$ cat src/rtl/spx_pkg.sv
package spx_pkg;
    localparam int unsigned ADDR_W     = 4;
    localparam int unsigned BANK_W     = 32;
    localparam int unsigned DIV_W      = 16;
    localparam int unsigned DIV_LSB    = 16;
    localparam int unsigned CNT_LSB    = 6;
    localparam int unsigned EN_BIT     = 0;
    localparam int unsigned A_VAL_BASE = 4;
    localparam int unsigned A_RB_BASE  = 8;
    localparam logic [ADDR_W-1:0] A_CTRL = '0;

    typedef enum logic [1:0] {
        FR_IDLE,
        FR_LOAD,
        FR_SHIFT
    } frame_state_e;
endpackage

$ cat src/rtl/spx_baud.sv
module spx_baud (
    input  logic                      clk,
    input  logic                      rst_n,
    input  logic                      run,
    input  logic [spx_pkg::DIV_W-1:0] div,
    output logic                      sclk,
    output logic                      tick_rise,
    output logic                      tick_fall
);
    import spx_pkg::*;

    typedef struct packed {
        logic [DIV_W-1:0] cnt;
        logic             sclk;
    } baud_t;

    baud_t b_d, b_q;

    always_comb begin
        b_d       = b_q;
        tick_rise = 1'b0;
        tick_fall = 1'b0;
        if (!run) begin
            b_d = '0;
        end else if (b_q.cnt >= div) begin
            b_d.cnt   = '0;
            b_d.sclk  = ~b_q.sclk;
            tick_rise = ~b_q.sclk;
            tick_fall = b_q.sclk;
        end else begin
            b_d.cnt = b_q.cnt + DIV_W'(1);
        end
    end

    always_ff @(posedge clk or negedge rst_n) begin
        if (!rst_n) b_q <= '0;
        else        b_q <= b_d;
    end

    assign sclk = b_q.sclk;
endmodule

$ cat src/rtl/spx_frame.sv
module spx_frame #(
    parameter int unsigned PINS = 64
) (
    input  logic                    clk,
    input  logic                    rst_n,
    input  logic                    run,
    input  logic                    tick_rise,
    input  logic                    tick_fall,
    input  logic [$clog2(PINS)-1:0] last_idx,
    input  logic [PINS-1:0]         latch,
    input  logic                    ser_din,
    output logic                    active,
    output logic                    ser_load,
    output logic                    ser_dout,
    output logic [PINS-1:0]         in_word
);
    import spx_pkg::*;

    localparam int unsigned IDX_W = $clog2(PINS);

    typedef struct packed {
        frame_state_e     st;
        logic [IDX_W-1:0] idx;
        logic [PINS-1:0]  osh;
        logic [PINS-1:0]  cap;
        logic [PINS-1:0]  inw;
        logic             load;
        logic             dout;
    } frame_t;

    frame_t f_d, f_q;

    always_comb begin
        f_d = f_q;
        if (!run) begin
            f_d.st   = FR_IDLE;
            f_d.load = 1'b0;
            f_d.dout = 1'b0;
            f_d.idx  = '0;
        end else begin
            case (f_q.st)
                FR_IDLE: begin
                    f_d.st   = FR_LOAD;
                    f_d.load = 1'b1;
                    f_d.dout = 1'b0;
                    f_d.cap  = '0;
                end
                FR_LOAD: begin
                    if (tick_fall) begin
                        f_d.st   = FR_SHIFT;
                        f_d.load = 1'b0;
                        f_d.idx  = '0;
                        f_d.dout = latch[0];
                        f_d.osh  = latch >> 1;
                    end
                end
                FR_SHIFT: begin
                    if (tick_rise) begin
                        f_d.cap[f_q.idx] = ser_din;
                        if (f_q.idx >= last_idx) f_d.inw = f_d.cap;
                    end
                    if (tick_fall) begin
                        if (f_q.idx >= last_idx) begin
                            f_d.st   = FR_LOAD;
                            f_d.load = 1'b1;
                            f_d.dout = 1'b0;
                            f_d.cap  = '0;
                        end else begin
                            f_d.idx  = f_q.idx + IDX_W'(1);
                            f_d.dout = f_q.osh[0];
                            f_d.osh  = f_q.osh >> 1;
                        end
                    end
                end
                default: f_d.st = FR_IDLE;
            endcase
        end
    end

    always_ff @(posedge clk or negedge rst_n) begin
        if (!rst_n) f_q <= '0;
        else        f_q <= f_d;
    end

    assign active   = (f_q.st != FR_IDLE);
    assign ser_load = f_q.load;
    assign ser_dout = f_q.dout;
    assign in_word  = f_q.inw;
endmodule

$ cat src/rtl/spx_regs.sv
module spx_regs #(
    parameter int unsigned NUM_BANKS = 2,
    parameter int unsigned CNT_W     = 4
) (
    input  logic                       clk,
    input  logic                       rst_n,
    input  logic [spx_pkg::ADDR_W-1:0] reg_addr,
    input  logic                       reg_we,
    input  logic [31:0]                reg_wdata,
    output logic [31:0]                reg_rdata,
    input  logic [NUM_BANKS*32-1:0]    in_word,
    output logic                       en,
    output logic [spx_pkg::DIV_W-1:0]  div,
    output logic [CNT_W-1:0]           grp,
    output logic [NUM_BANKS*32-1:0]    latch
);
    import spx_pkg::*;

    localparam int unsigned PINS = NUM_BANKS * BANK_W;

    typedef struct packed {
        logic             en;
        logic [DIV_W-1:0] div;
        logic [CNT_W-1:0] grp;
        logic [PINS-1:0]  latch;
    } regs_t;

    regs_t r_d, r_q;

    always_comb begin
        r_d = r_q;
        if (reg_we) begin
            if (reg_addr == A_CTRL) begin
                r_d.en  = reg_wdata[EN_BIT];
                r_d.div = reg_wdata[DIV_LSB +: DIV_W];
                r_d.grp = reg_wdata[CNT_LSB +: CNT_W];
            end
            for (int b = 0; b < NUM_BANKS; b++) begin
                if (reg_addr == ADDR_W'(A_VAL_BASE + b))
                    r_d.latch[b*BANK_W +: BANK_W] = reg_wdata;
            end
        end
    end

    always_comb begin
        reg_rdata = '0;
        if (reg_addr == A_CTRL) begin
            reg_rdata[EN_BIT]            = r_q.en;
            reg_rdata[DIV_LSB +: DIV_W]  = r_q.div;
            reg_rdata[CNT_LSB +: CNT_W]  = r_q.grp;
        end
        for (int b = 0; b < NUM_BANKS; b++) begin
            if (reg_addr == ADDR_W'(A_VAL_BASE + b))
                reg_rdata = in_word[b*BANK_W +: BANK_W];
            if (reg_addr == ADDR_W'(A_RB_BASE + b))
                reg_rdata = r_q.latch[b*BANK_W +: BANK_W];
        end
    end

    always_ff @(posedge clk or negedge rst_n) begin
        if (!rst_n) r_q <= '0;
        else        r_q <= r_d;
    end

    assign en    = r_q.en;
    assign div   = r_q.div;
    assign grp   = r_q.grp;
    assign latch = r_q.latch;
endmodule

$ cat src/rtl/serial_pin_extender.sv
module serial_pin_extender #(
    parameter int unsigned NUM_BANKS = 2,
    parameter int unsigned CNT_W     = 4
) (
    input  logic        clk,
    input  logic        rst_n,
    input  logic [3:0]  reg_addr,
    input  logic        reg_we,
    input  logic [31:0] reg_wdata,
    output logic [31:0] reg_rdata,
    output logic        ser_clk,
    output logic        ser_load,
    output logic        ser_dout,
    input  logic        ser_din
);
    import spx_pkg::*;

    localparam int unsigned PINS       = NUM_BANKS * BANK_W;
    localparam int unsigned IDX_W      = $clog2(PINS);
    localparam int unsigned MAX_GROUPS = PINS / 8;

    logic             en_w;
    logic [DIV_W-1:0] div_w;
    logic [CNT_W-1:0] grp_w;
    logic [CNT_W-1:0] grp_eff;
    logic [PINS-1:0]  latch_w;
    logic [PINS-1:0]  inw_w;
    logic [IDX_W-1:0] last_idx;
    logic             run_w;
    logic             baud_run;
    logic             frame_active;
    logic             tick_rise;
    logic             tick_fall;

    spx_regs #(.NUM_BANKS(NUM_BANKS), .CNT_W(CNT_W)) u_regs (
        .clk       (clk),
        .rst_n     (rst_n),
        .reg_addr  (reg_addr),
        .reg_we    (reg_we),
        .reg_wdata (reg_wdata),
        .reg_rdata (reg_rdata),
        .in_word   (inw_w),
        .en        (en_w),
        .div       (div_w),
        .grp       (grp_w),
        .latch     (latch_w)
    );

    assign grp_eff  = (grp_w > CNT_W'(MAX_GROUPS)) ? CNT_W'(MAX_GROUPS) : grp_w;
    assign last_idx = IDX_W'({grp_eff - CNT_W'(1), 3'b111});
    assign run_w    = en_w && (grp_w != '0);
    assign baud_run = run_w && frame_active;

    spx_baud u_baud (
        .clk       (clk),
        .rst_n     (rst_n),
        .run       (baud_run),
        .div       (div_w),
        .sclk      (ser_clk),
        .tick_rise (tick_rise),
        .tick_fall (tick_fall)
    );

    spx_frame #(.PINS(PINS)) u_frame (
        .clk       (clk),
        .rst_n     (rst_n),
        .run       (run_w),
        .tick_rise (tick_rise),
        .tick_fall (tick_fall),
        .last_idx  (last_idx),
        .latch     (latch_w),
        .ser_din   (ser_din),
        .active    (frame_active),
        .ser_load  (ser_load),
        .ser_dout  (ser_dout),
        .in_word   (inw_w)
    );
endmodule

$ cat config.mk
export PLATFORM = sky130hd
export DESIGN_NAME = serial_pin_extender
export DESIGN_NICKNAME = d
export VERILOG_FILES = /design/src/rtl/spx_pkg.sv /design/src/rtl/spx_baud.sv /design/src/rtl/spx_frame.sv /design/src/rtl/spx_regs.sv /design/src/rtl/serial_pin_extender.sv
export SDC_FILE = /design/constraint.sdc
export NUM_CORES = 1
export LEC_CHECK = 0
export ABC_CLOCK_PERIOD_IN_PS = 3700
export BUFFER_PORTS_ARGS = -buffer_cell sky130_fd_sc_hd__clkbuf_2
export CELL_PAD_IN_SITES_DETAIL_PLACEMENT = 2
export CELL_PAD_IN_SITES_GLOBAL_PLACEMENT = 2
export CORE_MARGIN = 4
export CORE_UTILIZATION = 41
export DETAILED_ROUTE_END_ITERATION = 7
export PLACE_DENSITY = 0.82
export SKIP_LAST_GASP = 1
export SLEW_MARGIN = 20
export SYNTH_ARGS = -nofsm -noshare
export SYNTH_HDL_FRONTEND = slang
export SYNTH_HIERARCHICAL = 1
export SYNTH_SLANG_ARGS = --single-unit
$ cat constraint.sdc
create_clock -name clk -period 3.7 [get_ports clk]
set_input_delay 0.185 -clock clk [delete_from_list [all_inputs] [get_ports clk]]
set_output_delay 0.185 -clock clk [all_outputs]
set_load 0.1 [all_outputs]
==> results.txt, run 1 <==
The internal power is 7310 uW. The required time at the endpoint of the critical path is a little over 4000 ps. The half-perimeter wire length of the detailed placement result is 41.3 mm. The actual transition at the worst max-transition pin is around 1300 ps.

The highest clock rate came out at 255 MHz. The met1 wire length is 31.2 mm. The share of synthesized area in the top cell type comes to between 40% and 50%. The total CTS buffers came out at 37. The core occupancy in the finished layout is a little under half.

The number of synthesized flops with an enable pin is 0. The total power divided by cell area is between 500 and 600 nW/um^2. The worst hold margin is 274 ps.

The effective utilization at floorplan is 41.4%. The wire length reported by the detailed router is 86.4 mm. The leakage power summed over all cells came out at 0.00833 uW. The power dissipated by switching net loads came out at 4060 uW.

The floorplan step defined a die boundary enclosing about 43000 sq um. In this run the clock root is driven by a clkbuf_16. The pin count of the biggest net entering global routing is 98. The worst clock skew came out at between 20 and 30 ps.

The worst ir drop on vdd came out at around 0.32 mV. The total count of max-transition violations in the final report is 0. After detailed routing, the average wire length per cell comes to between 30 and 40 microns. The critical path's largest stage delay came out at approximately 500 ps. The detailed-routing iteration count for the pre-antenna-repair pass came out at 5. The post-place setup slack came out at -13.0 ps. The worst path uses 106% of the clock period.

Setup violations remaining at the end of the flow were counted as 65. The total track usage came out at 35.6%. The number of buffers inserted by port buffering is 74. The worst setup path is of the reg2reg kind. The level count of the clock H-tree is 2. The count of synthesis-stage warnings from yosys is 6. Walking the worst path, the cells encountered are inv_1 -> ha_1 -> nand4_1 -> or3_1 -> or4_4 -> a311oi_2 -> buf_6 -> buf_4 -> nand3_2 -> buf_4 -> o21ai_0. The cell row count is 73.

The number of global-route vias before repair is 16200. The number of max-cap violations is 0. The sequential fraction of the synthesis area is 46.1%. The CTS sink count came out at 303. The highest fanout seen on the critical path is 64. The total power of the final layout is 11400 uW. STA classifies the critical path startpoint as a flip-flop.

The run finished, with violations left. Counting flops with an async set or reset pin after synthesis yields a share of 100%. The first global-routing pass estimated approximately 120 mm of wire. The via total after detailed routing came out at 15600. The type of the most critical hold path is in2async. The highest layer touched by signal routing is met5.

Among all stages on the critical path, the largest delay is contributed by o21ai_0. Among all flip-flop cells after synthesis, the most frequent one is dfrtp_1. Measured along the x axis, the die boundary spans 208 microns.

Synthesis produced 1591 cells. The maximum clock path buffer count came out at 3. The met2 routed wirelength came out at 40.3 mm. The accumulated negative setup slack came out at -2990 ps. Summed over all instances, the cell type with the most area after synthesis is dfrtp_1. STA classifies the critical path endpoint as a flip-flop. The combinational share of power is between 20% and 30%. Sorting the synthesized cells by area gives the leading types as dfrtp_1 (46%), mux2_1 (8.3%), o21ai_0 (5.4%). TritonCTS built the clock tree. Among the stages of the critical path, the cell type that occurs most often is buf_4. Counting distinct cell types in the post-synthesis netlist gives 70. In the detailed route, the total length drawn on met3 is 8.41 mm.

The worst-skew pair later-pin latency is 580 ps. The final-report hold violation count came to 0. A synthesized cell averages 10.3 sq um. The total inserted antenna cells is 0. The detail-routed via count per cell is 7.13. For this run the aggregate overflow at the end of global routing stands at 0. The number of synthesized register bits came out at 303. The setup slack of the most critical reg-to-reg path is -220 ps. From synthesis to final layout, the design area changed by 15.6%. The number of DRC violations after detailed-routing iteration 0 came out at approximately 2100. The final critical-path required period came out at 3920 ps.

The post-layout net count is 1699. The share of total power consumed by net switching came out at 35.7%. In the routed design, unresolved DRC markers number 0.

The floorplan step defined a core boundary enclosing 39700 sq um. Data arrives at the worst endpoint at 4330 ps. Pin placement for this block handled 75 I/O pins.

In this run the remaining antenna-violating nets after routing total 0. The cell area after synthesis came out at ~16000 sq um. Clock-pin slew was measured on the worst setup and hold paths at roughly 70 ps.

Per report_power, the clock group accounts for between 30% and 40% of the total. The final worst setup slack is -217 ps. The final estimated routing congestion in global placement is 0.852. The relative slew slack is 15.2%. The share of layout cells above drive strength 1 is 18.5%.

The final reports fail on setup timing. The initial antenna violation count is 7. The vertical die dimension came out at 208 microns.

The share of total power dissipated in sequential elements is 39.9%.
[Yosys cell counts, drive strengths merged, types with 30 or more instances]
cell type / instances
a22o: 61
a22oi: 43
buf: 105
clkbuf: 71
dfrtp: 303
ha: 30
inv: 42
mux2: 168
mux2i: 67
nand2: 84
nand3: 41
nor2: 138
o21ai: 195
o2bb2ai: 58
[power groups by stage]
stage	Sequential (uW)	Clock, uW	Combinational, uW
5_1_grt	4550	4280	2770
6_report	4540	4130	2710
2_1_floorplan	4220	0	1530
3_3_place_gp	4350	0	1950
4_1_cts	4410	4040	2350
3_5_place_dp	4410	0	2130
[per-stage QoR]
step | cell area [sq um] | cells
finish | 19000 | 2182
CTS | 18800 | 2176
detailed placement | 17000 | 2067
global route | 19000 | 2182
floorplan | 16500 | 1593
global placement | 17000 | 2067
[final cells by class]
class                      count  area [sq um]
multi-input combinational   1072          7920
fill                        3913         20700
timing repair buffer         173          1390
clock buffer                  55          1160
sequential                   303          7580
inverter                      42           158
tap                          525           657
clock inverter                12           153
[layer usage]
| layer | up-vias | GRT usage [%] |
|---|---|---|
| li1 | 5788 | - |
| met4 | 8 | 16.1 |
| met3 | 449 | 8.87 |
| met2 | 1284 | 59.7 |
| met5 | - | 0 |
| met1 | 8038 | 43.6 |
[what timing repair did]
action | in CTS | in global routing
pin swaps | 0 | 4
hold buffers | 33 | 0
gates cloned | 2 | 1
gates resized for setup | 20 | 32
setup endpoints to repair | 123 | 150
setup buffers | 7 | 5
hold endpoints to repair | 176 | 0
[critical path, delay by kind of cell, from the launching register on]
family / cells / cell delay (ps)
simple gates: 4 / 1180
buf+inv: 4 / 930
compound gates: 2 / 890
flops: 1 / 400
fa+ha+maj: 1 / 330
[layout by cell type, fill, tap and decap left out, drive strengths merged, types with 4 or more instances in the layout]
| cell type | instances |
|---|---|
| mux2 | 168 |
| nor2 | 138 |
| a31oi | 6 |
| dfrtp | 303 |
| a22o | 61 |
| nand3 | 41 |
| nand2 | 84 |
| a21oi | 19 |
| mux2i | 67 |
| o21ai | 195 |
| buf | 66 |
| clkbuf | 129 |
| nor3 | 14 |
| and2 | 8 |
| nand2b | 9 |
| o2bb2ai | 58 |
| clkinv | 4 |
| nand4 | 12 |
| and4 | 4 |
| nor2b | 9 |
| and3 | 7 |
| o21bai | 4 |
| o31ai | 9 |
| a22oi | 43 |
| nor3b | 4 |
| ha | 30 |
| xor2 | 9 |
| dlygate4sd3 | 33 |
| a2bb2oi | 7 |
| inv | 46 |
| o22ai | 25 |
| xnor2 | 6 |
[kinds of logic (layout without fill, tap and decap cells)]
logic type / after synthesis / after routing / synth area share (%)
adder cells (fa/ha/maj): 30 / 30 / 2.28
flip-flops: 303 / 303 / 46.1
AND/OR/NAND/NOR: 338 / 338 / 9.76
AO/OA/AOI/OAI: 451 / 451 / 18.3
multiplexers: 235 / 235 / 15.6
other: 1 / 3 / 0.0228
XOR/XNOR: 15 / 15 / 0.799
buffers and inverters: 218 / 282 / 7.14
[state kept, by name, indices dropped and copies added, names as in the netlist]
signal / flops
u_frame/ser_load: 1
u_regs/div: 16
u_frame/in_word: 64
u_regs/en: 1
u_baud/sclk: 1
u_regs/latch: 64
u_baud/b_q: 16
u_frame/ser_dout: 1
u_regs/grp: 4
u_frame/f_q: 135
[worst paths after layout]
check,to,start,depth (start not counted)
min,u_regs/latch[37]$_DFFE_PN0P_,rst_n,2
max,u_frame/in_word[2]$_DFFE_PN0P_,u_regs/div[13]$_DFFE_PN0P_,11
min in group clk,u_frame/in_word[31]$_DFFE_PN0P_,ser_din,3
max in group asynchronous,u_frame/f_q[127]$_DFFE_PN0P_,rst_n,3
max reg2reg,u_frame/in_word[2]$_DFFE_PN0P_,u_regs/div[13]$_DFFE_PN0P_,11
min reg2reg,u_frame/f_q[127]$_DFFE_PN0P_,u_frame/f_q[127]$_DFFE_PN0P_,1
No activity file was read; power rests on OpenSTA's default activity.
==> run 2: changes to the inputs <==
- CORE_UTILIZATION: 41 -> 35
- PLACE_DENSITY: 0.82 -> 0.72
==> results.txt, run 2 (synthesized netlist as in run 1, its figures left out) <==
In the layout the commonest cells are dfrtp_1 (303), o21ai_0 (179), nor2_1 (136). The count of buffering cells on the critical path with inverters included came out at 3. For this design, the slowest cell found on the critical path is or4_4.

The signal on the critical path passes through inv_1 -> ha_1 -> nand4_1 -> or3_1 -> or4_4 -> nand3_1 -> and3_2 -> buf_12 -> nand3_1 -> o2bb2ai_2 -> a211o_4 -> buf_12 -> o21ai_0 -> o2bb2ai_1. The total global routing overflow is 0. The worst-skew pair later-pin latency is about 550 ps. The initial antenna violation count is 2.

The instance count after placement with tap cells included is roughly 2200. In the final layout, the multi-input gates occupy around 7800 sq um. The combinational share of power came out at 21.9%. The total track usage came out at 23.1%. The wire length reported by the detailed router is 60.3 mm.

The clock transition at the registers of the reported paths is ~60 ps. The floorplan step set the die width to 225 microns. For flop-to-flop paths, the worst setup slack is 80 ps. Ranked by flip-flop count, first place goes to u_frame/f_q. The worst setup path is of the reg2reg kind.

The global-route wire length before repair came out at 90.8 mm. The final-report hold violation count is 0. The number of DRC violations after detailed-routing iteration 0 is 1079.

The highest layer touched by signal routing is met4. Along the worst path, the maximum fanout reaches 29. The total power divided by cell area came out at 541 nW/um^2.

The maximum clock path buffer count is 3. The detailed-routing iteration count for the pre-antenna-repair pass is 5. The die area is 50500 sq um.

The actual transition at the worst max-transition pin came out at approximately 950 ps. The relative slew slack is 36.0%. The register with the most flip-flops in the layout has 135 of them. The flow ran to the end, and the final reports show no timing, DRC or antenna violations. Registers are responsible for 42.8% of the overall power. Clock tree synthesis inserted a total of 37 buffers. Setup violations remaining at the end of the flow were counted as 0. The number of max-cap violations is 0. The number of buffers inserted by port buffering is 74. After detailed routing, the wire length on met1 is 27.1 mm. The sequential cell area is 7580 sq um. The number of top-level pins is 75. The worst setup path is captured at a flip-flop. The critical path's largest stage delay came out at 460 ps. In the routed layout, each cell is associated on average with a via count of 5.81. The synthesis-to-layout area growth came out at 14.1%.

The most common cell after layout, fill and taps aside is dfrtp_1. The share of layout cells above drive strength 1 came out at 16.2%. The post-layout net count is 1692. The highest clock rate is 276 MHz.

The final antenna-violating net count came out at 0. The internal power of the cells totals 6970 uW. The required time at the endpoint of the critical path is 4120 ps. Setup slack closes at about 77 ps. The via total after detailed routing came out at 13100. TritonCTS built the clock tree.

The startpoint type of the worst setup path is a flip-flop. The tree is rooted in a clkbuf_16. The final estimated routing congestion in global placement is 0.839. In this run the power spent charging and discharging nets is 3180 uW. The number of global-route vias before repair was 14300.

In this run the worst hold path is classified as in2async. The effective utilization at floorplan is 35.3%. The share of total power consumed by net switching is 31.3%. The half-perimeter wire length of the detailed placement result came out at between 30 and 40 mm. The core box area came out at about 47000 sq um. The non-filler instance count after layout is 2254.

The number of filler instances in the final layout came out at 4852. Counting I/O delays and the setup requirement, the final critical path takes 3620 ps. The pin count of the biggest net entering global routing is between 90 and 100. At the worst endpoint, the arrival time is just over 4000 ps. The level count of the clock H-tree came out at 2. The met2 routed wirelength is 29.5 mm. The total count of max-transition violations in the final report is 0.

Counting every sink on the clock net gives between 300 and 400. Between clock sinks in the finished design, the worst skew comes to 13.9 ps. The vertical die dimension is about 220 microns. The proportion of power drawn by the clock network came out at around a third. The wire length per cell after detailed routing came out at 26.8 microns. The final cycle utilization of the critical path is 97.9%.

Setup repair after global routing could not meet its margin everywhere. The cell row count is 79. The category of cells accounting for the largest share of critical-path delay is simple AND/OR/NAND/NOR gates. The post-place setup slack is -40.1 ps. After detailed routing, the number of remaining DRC violations is 0.

VDD sags by at most 0.391 mV. After routing, the total negative slack on setup checks comes to 0 ps. The total met3 wirelength after detailed routing is around 2.7 mm. The leakage power summed over all cells came out at between 0.008 and 0.009 uW.
[run 2: layout make-up]
class | instances | area share [%]
clock buffers | 58 | 5.90
inverters | 42 | 0.840
flip-flops and latches | 303 | 40.4
well taps | 607 | 4.05
repair buffers | 166 | 6.99
clock inverters | 5 | 0.307
multi-input cells | 1072 | 41.5
diodes | 1 | 0.0133
[run 2: routing by layer]
layer | vias to the layer above | global-route usage [%]
met4 | 0 | 4.60
met5 | - | 0
met3 | 53 | 3.80
met2 | 294 | 38.6
li1 | 5765 | -
met1 | 6974 | 32.1
[run 2: worst register-to-register path, cell delays in order (launching register included)]
cell and delay (ps):
dfrtp_1 390, inv_1 60, ha_1 310, nand4_1 150, or3_1 400, or4_4 460
nand3_1 140, and3_2 290, buf_12 160, nand3_1 110, o2bb2ai_2 280, a211o_4 200
buf_12 200, o21ai_0 160, o2bb2ai_1 180
[run 2: worst paths after layout]
kind / from / to / cells after the start
max in group asynchronous: rst_n / u_frame/in_word[60]$_DFFE_PN0P_ / 3
max: u_regs/div[15]$_DFFE_PN0P_ / u_frame/f_q[121]$_DFFE_PN0P_ / 14
min in group clk: reg_wdata[5] / u_regs/latch[37]$_DFFE_PN0P_ / 3
max reg2reg: u_regs/div[15]$_DFFE_PN0P_ / u_frame/f_q[121]$_DFFE_PN0P_ / 14
min reg2reg: u_frame/f_q[71]$_DFFE_PN0P_ / u_frame/f_q[71]$_DFFE_PN0P_ / 1
min: rst_n / u_regs/latch[35]$_DFFE_PN0P_ / 2
[run 2: timing repair]
| action | 4_1_cts | 5_1_grt |
|---|---|---|
| cloned | 0 | 3 |
| hold buffers | 33 | 0 |
| hold endpoints to repair | 175 | 0 |
| setup endpoints to repair | 63 | 129 |
| buffers inserted | 0 | 1 |
| gates resized for setup | 2 | 15 |
[run 2: power by group through the flow]
stage | clock, uW | sequential (uW) | combinational [uW]
global route | 3810 | 4420 | 2420
global placement | 0 | 4340 | 1980
CTS | 3660 | 4350 | 2150
finish | 3580 | 4350 | 2230
detailed placement | 0 | 4380 | 2100
floorplan | 0 | 4220 | 1530
[run 2: through the flow]
step / hold slack, ps / total power (uW) / utilization (%) / area (sq um)
floorplan: -111 / 5750 / - / 16500
global placement: 263 / 6320 / 36.8 / 17100
detailed placement: 272 / 6480 / 36.8 / 17100
CTS: 285 / 10200 / 40.0 / 18600
global route: 297 / 10600 / 40.3 / 18800
finish: 237 / 10200 / 40.3 / 18800
